## config.mk

```make
export PLATFORM = sky130hd
export DESIGN_NAME = boot_block_loader
export DESIGN_NICKNAME = d
export VERILOG_FILES = /design/src/rtl/bl_pkg.sv /design/src/rtl/bl_hdr_collect.sv /design/src/rtl/bl_write_port.sv /design/src/rtl/boot_block_loader.sv
export SDC_FILE = /design/constraint.sdc
export NUM_CORES = 1
export LEC_CHECK = 0
export BUFFER_PORTS_ARGS = -buffer_cell sky130_fd_sc_hd__buf_4
export CORE_UTILIZATION = 50
export DETAILED_ROUTE_END_ITERATION = 8
export HOLD_SLACK_MARGIN = 0.03
export PLACE_DENSITY = 0.75
export SLEW_MARGIN = 0
export SYNTH_ARGS = -nofsm -noshare
export SYNTH_HDL_FRONTEND = slang
export SYNTH_SLANG_ARGS = --single-unit
```

## constraint.sdc

```tcl
create_clock -name clk -period 3.29 [get_ports clk]
set_clock_uncertainty 0.2 [all_clocks]
set_input_delay 0.329 -clock clk [delete_from_list [all_inputs] [get_ports clk]]
set_output_delay 0.329 -clock clk [all_outputs]
set_load 0.02 [all_outputs]
```

## src/rtl/bl_pkg.sv

```systemverilog
package bl_pkg;
  localparam int HDR_BYTES = 10;
  localparam int F_ZERO  = 0;
  localparam int F_VSEL  = 1;
  localparam int F_INIT  = 3;
  localparam int F_DROP  = 4;
  localparam int F_PINLO = 5;
  localparam int F_LAST  = 15;

  typedef enum logic [2:0] {
    ST_HDR, ST_COPY, ST_ZERO, ST_DROP, ST_CALL, ST_DONE, ST_ERR
  } bl_state_t;

  function automatic logic [31:0] pick_vector(input logic sel);
    return sel ? 32'hFFA0_0000 : 32'hFFA0_8000;
  endfunction

  // True when [a, a+n-1] overlaps [lo, hi]; empty ranges never overlap
  function automatic logic hits_window(input logic [31:0] a, input logic [31:0] n,
                                       input logic [31:0] lo, input logic [31:0] hi);
    logic [32:0] last;
    if (n == 32'd0) return 1'b0;
    last = {1'b0, a} + {1'b0, n} - 33'd1;
    return ({1'b0, a} <= {1'b0, hi}) && (last >= {1'b0, lo});
  endfunction

  function automatic bl_state_t after_block(input logic is_init, input logic is_last);
    if (is_init) return ST_CALL;
    if (is_last) return ST_DONE;
    return ST_HDR;
  endfunction
endpackage

```

## src/rtl/bl_hdr_collect.sv

```systemverilog
module bl_hdr_collect #(
  parameter int NBYTES = 10
) (
  input  logic                  clk,
  input  logic                  rst,
  input  logic                  take,
  input  logic [7:0]            byte_in,
  output logic                  hdr_last,
  output logic [NBYTES*8-1:0]   hdr_word
);
  localparam int IDX_W = $clog2(NBYTES);
  localparam int WORD_W = NBYTES * 8;

  logic [IDX_W-1:0]  idx;
  logic [WORD_W-1:0] shreg;

  assign hdr_last = take && (idx == IDX_W'(NBYTES - 1));
  assign hdr_word = {byte_in, shreg[WORD_W-1:8]};

  always_ff @(posedge clk) begin
    if (rst) begin
      idx   <= '0;
      shreg <= '0;
    end else if (take) begin
      shreg <= hdr_word;
      idx   <= hdr_last ? '0 : idx + 1'b1;
    end
  end

  a_r1_index_bound: assert property (@(posedge clk) disable iff (rst)
    idx <= IDX_W'(NBYTES - 1));
  a_r11_restart: assert property (@(posedge clk)
    rst |=> idx == '0);
endmodule

```

## src/rtl/bl_write_port.sv

```systemverilog
module bl_write_port (
  input  logic        clk,
  input  logic        rst,
  input  logic        req,
  input  logic [31:0] addr,
  input  logic [7:0]  data,
  output logic        mem_wr,
  output logic [31:0] mem_addr,
  output logic [7:0]  mem_data
);
  always_ff @(posedge clk) begin
    if (rst) begin
      mem_wr   <= 1'b0;
      mem_addr <= '0;
      mem_data <= '0;
    end else begin
      mem_wr <= req;
      if (req) begin
        mem_addr <= addr;
        mem_data <= data;
      end
    end
  end

  a_r2_strobe_follows_req: assert property (@(posedge clk) disable iff (rst)
    req |=> mem_wr && mem_addr == $past(addr));
endmodule

```

## src/rtl/boot_block_loader.sv

```systemverilog
module boot_block_loader
  import bl_pkg::*;
#(
  parameter logic [31:0] FORBID_LO = 32'hFFB0_0000,
  parameter logic [31:0] FORBID_HI = 32'hFFB0_0FFF
) (
  input  logic        clk,
  input  logic        rst,
  input  logic [7:0]  s_data,
  input  logic        s_valid,
  output logic        s_ready,
  output logic        mem_wr,
  output logic [31:0] mem_addr,
  output logic [7:0]  mem_data,
  output logic        call_req,
  output logic [31:0] call_addr,
  input  logic        call_ack,
  output logic        done,
  output logic [31:0] start_vec,
  output logic [3:0]  wait_pin,
  output logic        error
);
  localparam int HW = HDR_BYTES * 8;

  bl_state_t   state;
  logic [31:0] cur_addr, remain, blk_addr;
  logic        blk_init, blk_last, vsel_q;
  logic [3:0]  pin_q;

  logic          take, hdr_last, wr_req, blk_end, hdr_writes, hdr_bad;
  logic [HW-1:0] hdr_word;
  logic [31:0]   h_addr, h_cnt;
  logic [15:0]   h_flg;
  logic [7:0]    wr_data;

  assign s_ready = (state == ST_HDR) || (state == ST_COPY) || (state == ST_DROP);
  assign take    = s_valid && s_ready;

  bl_hdr_collect #(.NBYTES(HDR_BYTES)) u_hdr (
    .clk(clk), .rst(rst), .take(take && state == ST_HDR),
    .byte_in(s_data), .hdr_last(hdr_last), .hdr_word(hdr_word)
  );

  assign h_addr = hdr_word[31:0];
  assign h_cnt  = hdr_word[63:32];
  assign h_flg  = hdr_word[79:64];

  logic unused_flag_bits;
  assign unused_flag_bits = ^{h_flg[14:9], h_flg[2]};

  assign hdr_writes = h_flg[F_ZERO] || !h_flg[F_DROP];
  assign hdr_bad    = hdr_writes && hits_window(h_addr, h_cnt, FORBID_LO, FORBID_HI);

  assign wr_req  = (state == ST_COPY && take) || (state == ST_ZERO);
  assign wr_data = (state == ST_ZERO) ? 8'h00 : s_data;
  assign blk_end = (((state == ST_COPY) || (state == ST_DROP)) && take && remain == 32'd1)
                 || ((state == ST_ZERO) && remain == 32'd1);

  bl_write_port u_wr (
    .clk(clk), .rst(rst), .req(wr_req), .addr(cur_addr), .data(wr_data),
    .mem_wr(mem_wr), .mem_addr(mem_addr), .mem_data(mem_data)
  );

  always_ff @(posedge clk) begin
    if (rst) begin
      state    <= ST_HDR;
      cur_addr <= '0;
      remain   <= '0;
      blk_addr <= '0;
      blk_init <= 1'b0;
      blk_last <= 1'b0;
      vsel_q   <= 1'b0;
      pin_q    <= '0;
    end else begin
      unique case (state)
        ST_HDR: if (hdr_last) begin
          pin_q    <= h_flg[F_PINLO +: 4];
          if (h_flg[F_LAST]) vsel_q <= h_flg[F_VSEL];
          blk_init <= h_flg[F_INIT];
          blk_last <= h_flg[F_LAST];
          blk_addr <= h_addr;
          cur_addr <= h_addr;
          remain   <= h_cnt;
          if (hdr_bad)                state <= ST_ERR;
          else if (h_cnt == 32'd0)    state <= after_block(h_flg[F_INIT], h_flg[F_LAST]);
          else if (h_flg[F_ZERO])     state <= ST_ZERO;
          else if (h_flg[F_DROP])     state <= ST_DROP;
          else                        state <= ST_COPY;
        end
        ST_COPY, ST_DROP, ST_ZERO: begin
          if (wr_req || take) begin
            cur_addr <= cur_addr + 32'd1;
            remain   <= remain - 32'd1;
          end
          if (blk_end) state <= after_block(blk_init, blk_last);
        end
        ST_CALL: if (call_ack) state <= blk_last ? ST_DONE : ST_HDR;
        default: state <= state;
      endcase
    end
  end

  assign call_req  = (state == ST_CALL);
  assign call_addr = blk_addr;
  assign done      = (state == ST_DONE);
  assign error     = (state == ST_ERR);
  assign start_vec = pick_vector(vsel_q);
  assign wait_pin  = pin_q;

  a_r7_done_sticks: assert property (@(posedge clk) disable iff (rst)
    done |=> done && !s_ready);
  a_r10_error_sticks: assert property (@(posedge clk) disable iff (rst)
    error |=> error && !s_ready && !mem_wr);
  a_r6_call_holds: assert property (@(posedge clk) disable iff (rst)
    call_req && !call_ack |=> call_req && $stable(call_addr));
  a_r3_zero_stalls: assert property (@(posedge clk) disable iff (rst)
    mem_wr && mem_data != 8'h00 |-> $past(take));
  a_r1_terminal_exclusive: assert property (@(posedge clk) disable iff (rst)
    !(done && error));
endmodule

```

After elaboration in Yosys (flattened, before gate mapping)
Index checks and enable logic that the tools add are counted.
W data, S select, Z words.
- add/subtract/negate cells: 5
- magnitude comparators: 2
- eq/ne operators: 12
- muxes and demuxes: 51
- reduce and logical (&&, ||, !) cells: 26
- operators by type and width (kind ; number):
    $mux W32 ; 4
    $pmux W32 S2 ; 2
    $mux W3 ; 14
    $add A32 B32 Y33 ; 1
    $ge A33 B32 Y1 const B ; 1
    $sub A33 B1 Y33 const B ; 1
    $add A32 B1 Y32 const B ; 1
    $eq A32 B1 Y1 const B ; 1
    $le A32 B32 Y1 const B ; 1
    $logic_not A32 Y1 ; 1
    $sub A32 B1 Y32 const B ; 1
    $mux W1 ; 25
    $mux W16 ; 1
    $eq A3 B3 Y1 const B ; 3
    $logic_and A1 B1 Y1 ; 9
    $pmux W3 S3 ; 1
    $mux W8 ; 1
    $logic_or A1 B1 Y1 ; 7
    $eq A3 B2 Y1 const B ; 2
    $reduce_and A3 Y1 ; 2
    $add A4 B1 Y4 const B ; 1
    $eq A4 B4 Y1 const B ; 1
    $mux W2 ; 2
    $mux W4 ; 1
    other kinds (10) ; 12
- register bits: 231
- bits of input ports: 12

Depth between registers and ports, before layout
Gate-level depths: netlist of run 1.
- depth after elaboration: 22
- depth in mapped cells: 15
- mapped depth without buffers: 15

By module
From an unflattened synthesis of run 1, not the netlist that was laid out.
- cell total of the unflattened synthesis: 1617
- area, all modules: 12652.1 sq um
- modules (own cells, without submodules) (module ; instances ; cells each ; area each (sq um) ; sequential area each (sq um)):
    boot_block_loader ; 1 ; 1223 ; 8345.5 ; 2122.0
    bl_hdr_collect ; 1 ; 263 ; 2821.5 ; 1521.5
    bl_write_port ; 1 ; 131 ; 1485.2 ; 820.8

Worst setup path after synthesis of run 1
No wires, ideal clock.
- path type: flip-flop to flip-flop
- from: reg u_hdr.shreg[41]
- to: reg state[0]
- data arrival time: 3215 ps
- setup slack: -241 ps
- stages on the path, launching flop included: 16
- path buffers: 0
- period minus slack after synthesis: 3531 ps
- cells stage by stage: dfxtp_1 -> inv_1 -> ha_1 -> inv_1 -> ha_1 -> inv_1 -> fa_1 -> nand2b_1 -> a21oi_1 -> o21ai_0 -> and3_1 -> a211oi_1 -> a41oi_1 -> or4_1 -> or3_1 -> a41o_1
- word-level cells in the longest chain between the ends: 9
- ends and longest elaborated chain (element ; line ; source):
    start, declared ; bl_hdr_collect.sv:15 ; logic [WORD_W-1:0] shreg;
    start signal, assigned ; bl_hdr_collect.sv:25 ; shreg <= hdr_word;
    $add A32 B32 Y33 ; bl_pkg.sv:23 ; last = {1'b0, a} + {1'b0, n} - 33'd1;
    $sub A33 B1 Y33 ; bl_pkg.sv:23 ;
    $ge A33 B32 Y1 ; bl_pkg.sv:24 ; return ({1'b0, a} <= {1'b0, hi}) && (last >= {1'b0, lo});
    $logic_and A1 B1 Y1 ; bl_pkg.sv:24 ;
    $mux W1 ; bl_pkg.sv:23 ;
    $logic_and A1 B1 Y1 ; boot_block_loader.sv:52 ; assign hdr_bad = hdr_writes && hits_window(h_addr, h_cnt, FORBID_LO, FORBID_HI);
    $mux W3 (*) ; boot_block_loader.sv:84 ; if (hdr_bad) state <= ST_ERR;
    $mux W3 (*) ; boot_block_loader.sv:76 ; ST_HDR: if (hdr_last) begin
    $pmux W3 S3 (*) ; boot_block_loader.sv:75 ; unique case (state)
    end signal, assigned ; boot_block_loader.sv:85 ; else if (h_cnt == 32'd0) state <= after_block(h_flg[F_INIT], h_flg[F_LAST]);
    end signal, assigned ; boot_block_loader.sv:95 ; if (blk_end) state <= after_block(blk_init, blk_last);
    end signal, assigned ; boot_block_loader.sv:97 ; ST_CALL: if (call_ack) state <= blk_last ? ST_DONE : ST_HDR;
    end, declared ; boot_block_loader.sv:25 ; bl_state_t state;
Every way passes the cells marked *; elsewhere a longest branch is shown, timed or not. The select of a mux whose other input is x is not followed.
A chain may end at the register's enable or synchronous reset.

Final worst setup path of run 1
- from: reg u_hdr.shreg[9]
- to: reg state[0]
- word-level cells in the longest chain between the ends: 9
- ends and longest elaborated chain (element ; line):
    $add A32 B32 Y33 ; bl_pkg.sv:23
    $sub A33 B1 Y33 ; bl_pkg.sv:23
    $ge A33 B32 Y1 ; bl_pkg.sv:24
    $logic_and A1 B1 Y1 (*) ; bl_pkg.sv:24
    $mux W1 (*) ; bl_pkg.sv:23
    $logic_and A1 B1 Y1 (*) ; boot_block_loader.sv:52
    $mux W3 (*) ; boot_block_loader.sv:84
    $mux W3 (*) ; boot_block_loader.sv:76
    $pmux W3 S3 (*) ; boot_block_loader.sv:75
Marks and branches as above.

==> metrics.md, run 1 <==
| Metric | Value |
|---|---|
| Status | `finished with violations` |
| Failing checks | `negative setup slack` |
| Cell area after synthesis | `12,200 um^2` |
| Drc violations | `0` |
| Die height | `158 um` |
| Worst-path clk slew | `0.06 ns` |
| Routed WL | `36,800 um` |
| Pwr/cell area | `404 nW/um^2` |
| Overall power | `6.19 mW` |
| Critical Path AT | `3.91 ns` |
| Reg-to-reg setup timing slack | `-0.41 ns` |
| Most frequent cells in the layout | `395 x nand2_1, 247 x a21oi_1, 243 x buf_4, 203 x dfxtp_1, 131 x inv_1` |
| Worst endpoint required time | `3.50 ns` |
| Period utilization | `1.13` |
| Port bufs | `93` |
| Post-layout nets | `1,970` |
| Filler Cells Inserted | `2,079` |
| Hold Path Cell Cnt | `5` |
| Core region area | `23,700 um^2` |
| Critical path endpoint category | `flop` |
| Standard-cell rows | `56` |
| Leak pwr | `6.14 nW` |
| Post-DP HPWL | `26,000 um` |
| Clock Path Buffers | `3` |
| Largest net degree at the start of global routing | `107` |
| Most used DFF post-synth | `dfxtp_1` |
| Max H-tree Level | `1` |
| Achievable clock frequency | `270 MHz` |
| Die ar. | `25,000 um^2` |
| FF-to-FF Start | `u_hdr.shreg[9]$_SDFFE_PP0P_` |
| Post-layout util | `0.648` |
| Area delta synth->final | `26.1%` |
| Mean Syn Cell Area | `7.15 um^2` |
| Setup_tns | `-1.01 ns` |
| Placed cell count | `2,167` |
| Post-Place Setup Slack | `-0.293 ns` |
| Sink Count | `223` |
| Worst reg2reg path depth | `15` |
| Share of cells above drive strength 1 | `0.198` |
| Final Max Tran Viols | `0` |
| Die extent in x | `158 um` |
| YS warnings | `0` |
| Reg area | `4490 um^2` |
| Async set or reset register ratio after synthesis | `0` |
| CTS tree | `built` |
| Hold Vio Cnt, Final | `0` |
| Hold Path End | `state[2]$_SDFFE_PP0P_` |
| Placed Area | `14,200 um^2` |
| Critical Path Start Type | `flop` |
| Worst Setup Path Type | `reg2reg` |
| Rel. slew slack | `0.450` |
| Routability Congestion | `0.948` |
| Slew @ Worst Pin | `0.825 ns` |
| Vias | `12,400` |
| Hold_ws | `0.219 ns` |
| Root Driver | `clkbuf_16` |
| Worst Hold Class | `in2reg` |
| Non-Filler Instances | `2,225` |
| Unrepaired setup endpoints after global routing | `yes` |
| Gr usage total | `0.290` |
| Cells after Synth | `1,701` |
| Worst skew pair latency | `0.54 ns` |
| Number of synthesized flops with an enable pin | `0` |
| Global-route wire length before repair | `57,700 um` |
| Initial antenna violation count | `0` |
| Seq/Total Area, Yosys | `0.367` |
| Io pins | `125` |
| FF+latch count, synth | `223` |
| Min-delay src | `call_ack` |
| Initial DRC Count | `1,130` |
| Finished Cell Area | `15,300 um^2` |
| Vias/cell | `5.59` |
| Commonest non-fill, non-tap cell in the layout | `nand2_1` |
| Peak supply drop | `0.374 mV` |
| Post-DRT Antenna Nets | `0` |
| Vias in the first global route | `11,300` |
| Crit-path max FO | `3` |
| Avg WL per Cell | `16.5 um` |
| Post-route setup slack | `-0.413 ns` |
| Area occupied by multi-input gates | `6970 um^2` |
| Grt total ovfl | `0` |
| Min cycle time layout | `3.70 ns` |
| Critical R2R Capture | `state[0]$_SDFFE_PP0P_` |
| Pre-antenna DRT Iters | `5` |
| Antenna Cells | `0` |
| Netlist cell types | `74` |
| TritonCTS Buffers | `26` |
| Final setup violation count | `3` |
| Max_cap viols | `0` |
| Initial Util | `0.514` |
logic make-up (layout without fill, tap and decap cells):
kind of cell / Yosys count / after routing / share of synthesized area
compound gates: 468 / 468 / 0.225
simple gates: 656 / 656 / 0.234
flops: 223 / 223 / 0.367
fa+ha+maj: 69 / 69 / 0.0716
mux: 3 / 3 / 0.00257
xor+xnor: 7 / 7 / 0.00504
other cells: 2 / 31 / 0.000617
buf+inv: 273 / 449 / 0.0940
cell usage after synthesis (all sizes together), types with 9 or more instances:
master	n	area, um^2
nand4	21	131
nand3	24	120
o22ai	24	150
buf	43	280
dfxtp	223	4460
and2	9	57.6
nor4	17	128
a22oi	12	90.1
nand2	399	1500
a22o	10	87.6
or3	12	81.3
nor2	101	379
a211oi	37	283
clkbuf	85	319
o21ai	69	345
nand2b	9	56.3
inv	145	544
a21oi	253	1270
ha	68	851
nor3	33	170
state kept, by name, summed over array words and instances, names as in the netlist, 3 cells and up:
| signal | count |
|---|---|
| state | 3 |
| u_hdr.idx | 4 |
| cur_addr | 32 |
| remain | 32 |
| u_hdr.shreg | 72 |
| call_addr | 32 |
| u_wr.mem_addr | 32 |
| wait_pin | 4 |
| u_wr.mem_data | 8 |
timing repair:
| item | 4_1_cts | 5_1_grt |
|---|---|---|
| setup buffers | 2 | 2 |
| hold endpoints to repair | 25 | 0 |
| cloned | 0 | 0 |
| hold buffers | 9 | 0 |
| gates resized for setup | 11 | 15 |
| pin swaps | 9 | 15 |
| endpoints found under the setup margin | 3 | 3 |
layer usage:
metal,routed length (um),track usage,vias up
li1,-,-,6107
met1,16200,0.380,5786
met2,16900,0.478,441
met3,2190,0.0391,94
met4,1600,0.121,0
met5,0,0,-
area by class of cell:
type / instances / share of cell area
Clock buffer: 36 / 0.0488
Clock inverter: 9 / 0.00930
Inverter: 145 / 0.0355
Multi-Input combinational cell: 1234 / 0.454
Sequential cell: 223 / 0.293
Tap cell: 319 / 0.0260
Timing Repair Buffer: 259 / 0.133
worst max-delay path, stage by stage (launching register included):
cell,delay (ns)
dfxtp_2,0.32
inv_1,0.04
ha_1,0.28
inv_1,0.09
ha_4,0.15
inv_1,0.05
fa_1,0.36
nand2b_4,0.16
a21oi_4,0.17
o21ai_2,0.12
and3_1,0.18
a211oi_1,0.22
a41oi_1,0.17
or4_1,0.43
or3_4,0.41
a41o_1,0.22
where the power goes:
| part | internal, mW | switching [mW] | leakage (nW) | total [mW] |
|---|---|---|---|---|
| Clock | 1.82 | 1.17 | 0.426 | 2.99 |
| Combinational | 0.186 | 0.290 | 3.91 | 0.476 |
| Sequential | 2.71 | 0.0120 | 1.81 | 2.73 |
worst max-delay path by stage:
stage                                 start  cells past startpoint               endpoint  slack (ns)
2_1_floorplan  u_hdr.shreg[28]$_SDFFE_PP0P_                     14  state[0]$_SDFFE_PP0P_       -0.02
3_3_place_gp   u_hdr.shreg[51]$_SDFFE_PP0P_                     13  state[0]$_SDFFE_PP0P_       -0.25
3_5_place_dp   u_hdr.shreg[12]$_SDFFE_PP0P_                     13  state[0]$_SDFFE_PP0P_       -0.29
4_1_cts        u_hdr.shreg[10]$_SDFFE_PP0P_                     13  state[0]$_SDFFE_PP0P_       -0.29
5_1_grt        u_hdr.shreg[11]$_SDFFE_PP0P_                     13  state[0]$_SDFFE_PP0P_       -0.49
6_report        u_hdr.shreg[9]$_SDFFE_PP0P_                     15  state[0]$_SDFFE_PP0P_       -0.41
No activity file was read; power rests on OpenSTA's default activity.
==> run 2: changes to the inputs <==
--- a/config.mk
+++ b/config.mk
@@ -13,4 +13,5 @@
 export SLEW_MARGIN = 0
 export SYNTH_ARGS = -nofsm -noshare
 export SYNTH_HDL_FRONTEND = slang
+export SYNTH_HIERARCHICAL = 1
 export SYNTH_SLANG_ARGS = --single-unit
==> run 2 against run 1 <==
Hold slack got worse by 0.16 ns. The run still ends with negative setup slack left. Largest cell class unchanged. Via count decreased by 1.3%. Register-to-register slack improved by 0.16 ns.
==> metrics.md, run 2 <==
| Metric | Value |
|---|---|
| Worst Hold Class | `in2reg` |
| Vias/cell | `5.70 (+2.0%)` |
| Pwr/cell area | `384 nW/um^2 (-4.9%)` |
| Worst skew pair latency | `0.53 ns (about the same)` |
| Drc violations | `0 (unchanged)` |
| Hold Path Cell Cnt | `2 (-3)` |
| Initial Util | `0.514 (about the same)` |
| Die height | `161 um (+1.8%)` |
| Cell area after synthesis | `12,600 um^2 (+3.6%)` |
| Routability Congestion | `0.936 (-1.2%)` |
| Die ar. | `25,900 um^2 (+3.6%)` |
| Worst-path clk slew | `0.06 ns (about the same)` |
| Core region area | `24,500 um^2 (+3.6%)` |
| Worst reg2reg path depth | `14 (-1)` |
| Die extent in x | `161 um (+1.8%)` |
| Grt total ovfl | `0 (unchanged)` |
| Vias in the first global route | `11,100 (-1.1%)` |
| Post-route setup slack | `-0.255 ns (+0.158 ns)` |
| Post-DP HPWL | `26,700 um (+2.4%)` |
| Sink Count | `223 (unchanged)` |
| Failing checks | `negative setup slack` |
| Max reg flops | `72 (unchanged)` |
| Most frequent cells in the layout | `260 x buf_4, 225 x nor2_1, 207 x dfxtp_1, 162 x nand2_1, 132 x inv_1` |
| Period utilization | `1.08 (-0.0480)` |
| Post-DRT Antenna Nets | `0 (unchanged)` |
| Clock Path Buffers | `3 (unchanged)` |
| Avg WL per Cell | `17.7 um (+6.9%)` |
| FF-to-FF Start | `u_hdr/shreg[48]$_SDFFE_PP0P_` |
| Mean Syn Cell Area | `7.83 um^2 (+9.4%)` |
| Critical Path Start Type | `flop` |
| Setup_tns | `-0.718 ns (+0.291 ns)` |
| YS warnings | `6 (+6)` |
| Routed wl met2 | `17,000 um (+0.99%)` |
| Final setup violation count | `3 (unchanged)` |
| Filler Cells Inserted | `2,013 (-3.2%)` |
| Reg-to-reg setup timing slack | `-0.26 ns (+0.16 ns)` |
| Slew @ Worst Pin | `0.752 ns (-0.0735 ns)` |
| Critical path endpoint category | `flop` |
| Vias | `12,300 (-1.3%)` |
| Top routing layer in use | `met4` |
| Post-layout util | `0.640 (-0.00798)` |
| Max_cap viols | `0 (unchanged)` |
| Min cycle time layout | `3.55 ns (-0.158 ns)` |
| Post-layout nets | `1,897 (-3.7%)` |
| Antenna Cells | `0 (unchanged)` |
| Critical R2R Capture | `state[0]$_SDFFE_PP0P_` |
| Crit-path max FO | `2 (-1)` |
| Peak supply drop | `0.311 mV (-17%)` |
| Pre-antenna DRT Iters | `7 (+2)` |
| Unrepaired setup endpoints after global routing | `yes` |
| Routed wl met3 | `3030 um (+38%)` |
| Cells after Synth | `1,611 (-5.3%)` |
| Largest net degree at the start of global routing | `99 (-7.5%)` |
| Routed WL | `38,100 um (+3.5%)` |
| Initial DRC Count | `1,060 (-6.2%)` |
| Standard-cell rows | `57 (+1.8%)` |
| Worst endpoint required time | `3.51 ns (about the same)` |
| Port bufs | `93 (unchanged)` |
| CTS tree | `built` |
| Overall power | `6.03 mW (-2.7%)` |
| Crit path from | `u_hdr/shreg[48]$_SDFFE_PP0P_` |
| Max H-tree Level | `1 (unchanged)` |
| M1 WL | `16,500 um (+1.9%)` |
| Share of cells above drive strength 1 | `0.222 (+0.0235)` |
| Commonest non-fill, non-tap cell in the layout | `buf_4` |
| Root Driver | `clkbuf_16` |
| Critical Path AT | `3.77 ns (-0.14 ns)` |
| TritonCTS Buffers | `24 (-7.7%)` |
| Rel. slew slack | `0.494 (+0.0444)` |
| Status | `finished with violations` |
| Gr usage total | `0.285 (-0.00522)` |
| Final Max Tran Viols | `0 (unchanged)` |
| Worst Setup Path Type | `reg2reg` |
| Initial antenna violation count | `0 (unchanged)` |
| Achievable clock frequency | `282 MHz (+4.5%)` |
| Global-route wire length before repair | `59,400 um (+3.0%)` |
| Leak pwr | `6.73 nW (+9.5%)` |
| Io pins | `125 (unchanged)` |
| Area delta synth->final | `24.5%` |
| Reg with most FFs | `u_hdr/shreg` |
| Crit path to | `state[0]$_SDFFE_PP0P_` |
| Hold Vio Cnt, Final | `0 (unchanged)` |
==> run 2: cell types whose count changed in the layout (fill, tap and decap cells not counted), sizes merged, moves of 10 or more <==
cell,before,now
nand2,399,163
nor2,101,228
a21oi,253,134
mux2i,2,113
buf,250,267
o21ai,69,85
nor2b,2,15
a211oi,37,27
nor4,17,27
o22ai,24,14
==> run 2: how the worst min path moves through the flow <==
stage / slack [ns] / from / end
3_3_place_gp: 0.24 / call_addr[2]$_SDFFE_PP0P_ / call_addr[2]$_SDFFE_PP0P_
2_1_floorplan: 0.20 / rst / u_wr/mem_wr$_SDFF_PP0_
3_5_place_dp: 0.25 / blk_init$_SDFFE_PP0P_ / blk_init$_SDFFE_PP0P_
5_1_grt: 0.09 / rst / u_wr/mem_addr[6]$_SDFFE_PP0P_
4_1_cts: 0.06 / rst / u_wr/mem_addr[6]$_SDFFE_PP0P_
6_report: 0.06 / rst / u_wr/mem_addr[6]$_SDFFE_PP0P_
==> run 2: metrics by stage <==
| step | hold WS (ns) | instances | worst slack [ns] | cell area (um^2) |
|---|---|---|---|---|
| finish | 0.0559 | 2154 | -0.255 | 15700 |
| global route | 0.0862 | 2154 | -0.371 | 15700 |
| CTS | 0.0598 | 2151 | -0.311 | 15500 |
| detailed placement | 0.247 | 2098 | -0.396 | 14500 |
| global placement | 0.244 | 2098 | -0.284 | 14500 |
| floorplan | 0.201 | 1640 | -0.150 | 12800 |
==> run 2: what timing repair did <==
action	CTS	global route
pin swaps	16	19
hold buffers	9	0
endpoints found under the setup margin	3	3
endpoints found under the hold margin	18	0
buffers inserted	4	3
gates resized for setup	34	31
==> run 2: area by class of cell <==
cell class	count	area, um^2	share of cell area
Sequential cell	223	4480	0.286
Tap cell	324	405	0.0258
Multi-Input combinational cell	1142	7300	0.465
Inverter	149	562	0.0358
Timing Repair Buffer	276	2160	0.138
Clock buffer	34	688	0.0438
Clock inverter	6	91.3	0.00582
==> run 2: worst max-delay path, cell delays in order (launching register included) <==
cell and delay [ns]:
dfxtp_1 0.35, inv_1 0.05, ha_1 0.30, inv_2 0.06
ha_4 0.24, a211oi_2 0.27, nor2_2 0.09, nor4b_2 0.31
buf_4 0.17, nand2_1 0.07, a211o_1 0.27, a2111o_1 0.43
nor4_4 0.24, a21boi_1 0.11, o31a_1 0.28
==> run 2: power breakdown <==
part           internal, mW  total (mW)  switching (mW)
sequential             2.71        2.73          0.0125
clock                  1.60        2.70            1.10
combinational         0.260       0.597           0.338
==> run 2: layer usage <==
metal  vias to the layer above  global-route usage
met1                      5772               0.387
met4                         0               0.111
met5                         -                   0
met3                       107              0.0519
met2                       483               0.446
li1                       5906                   -
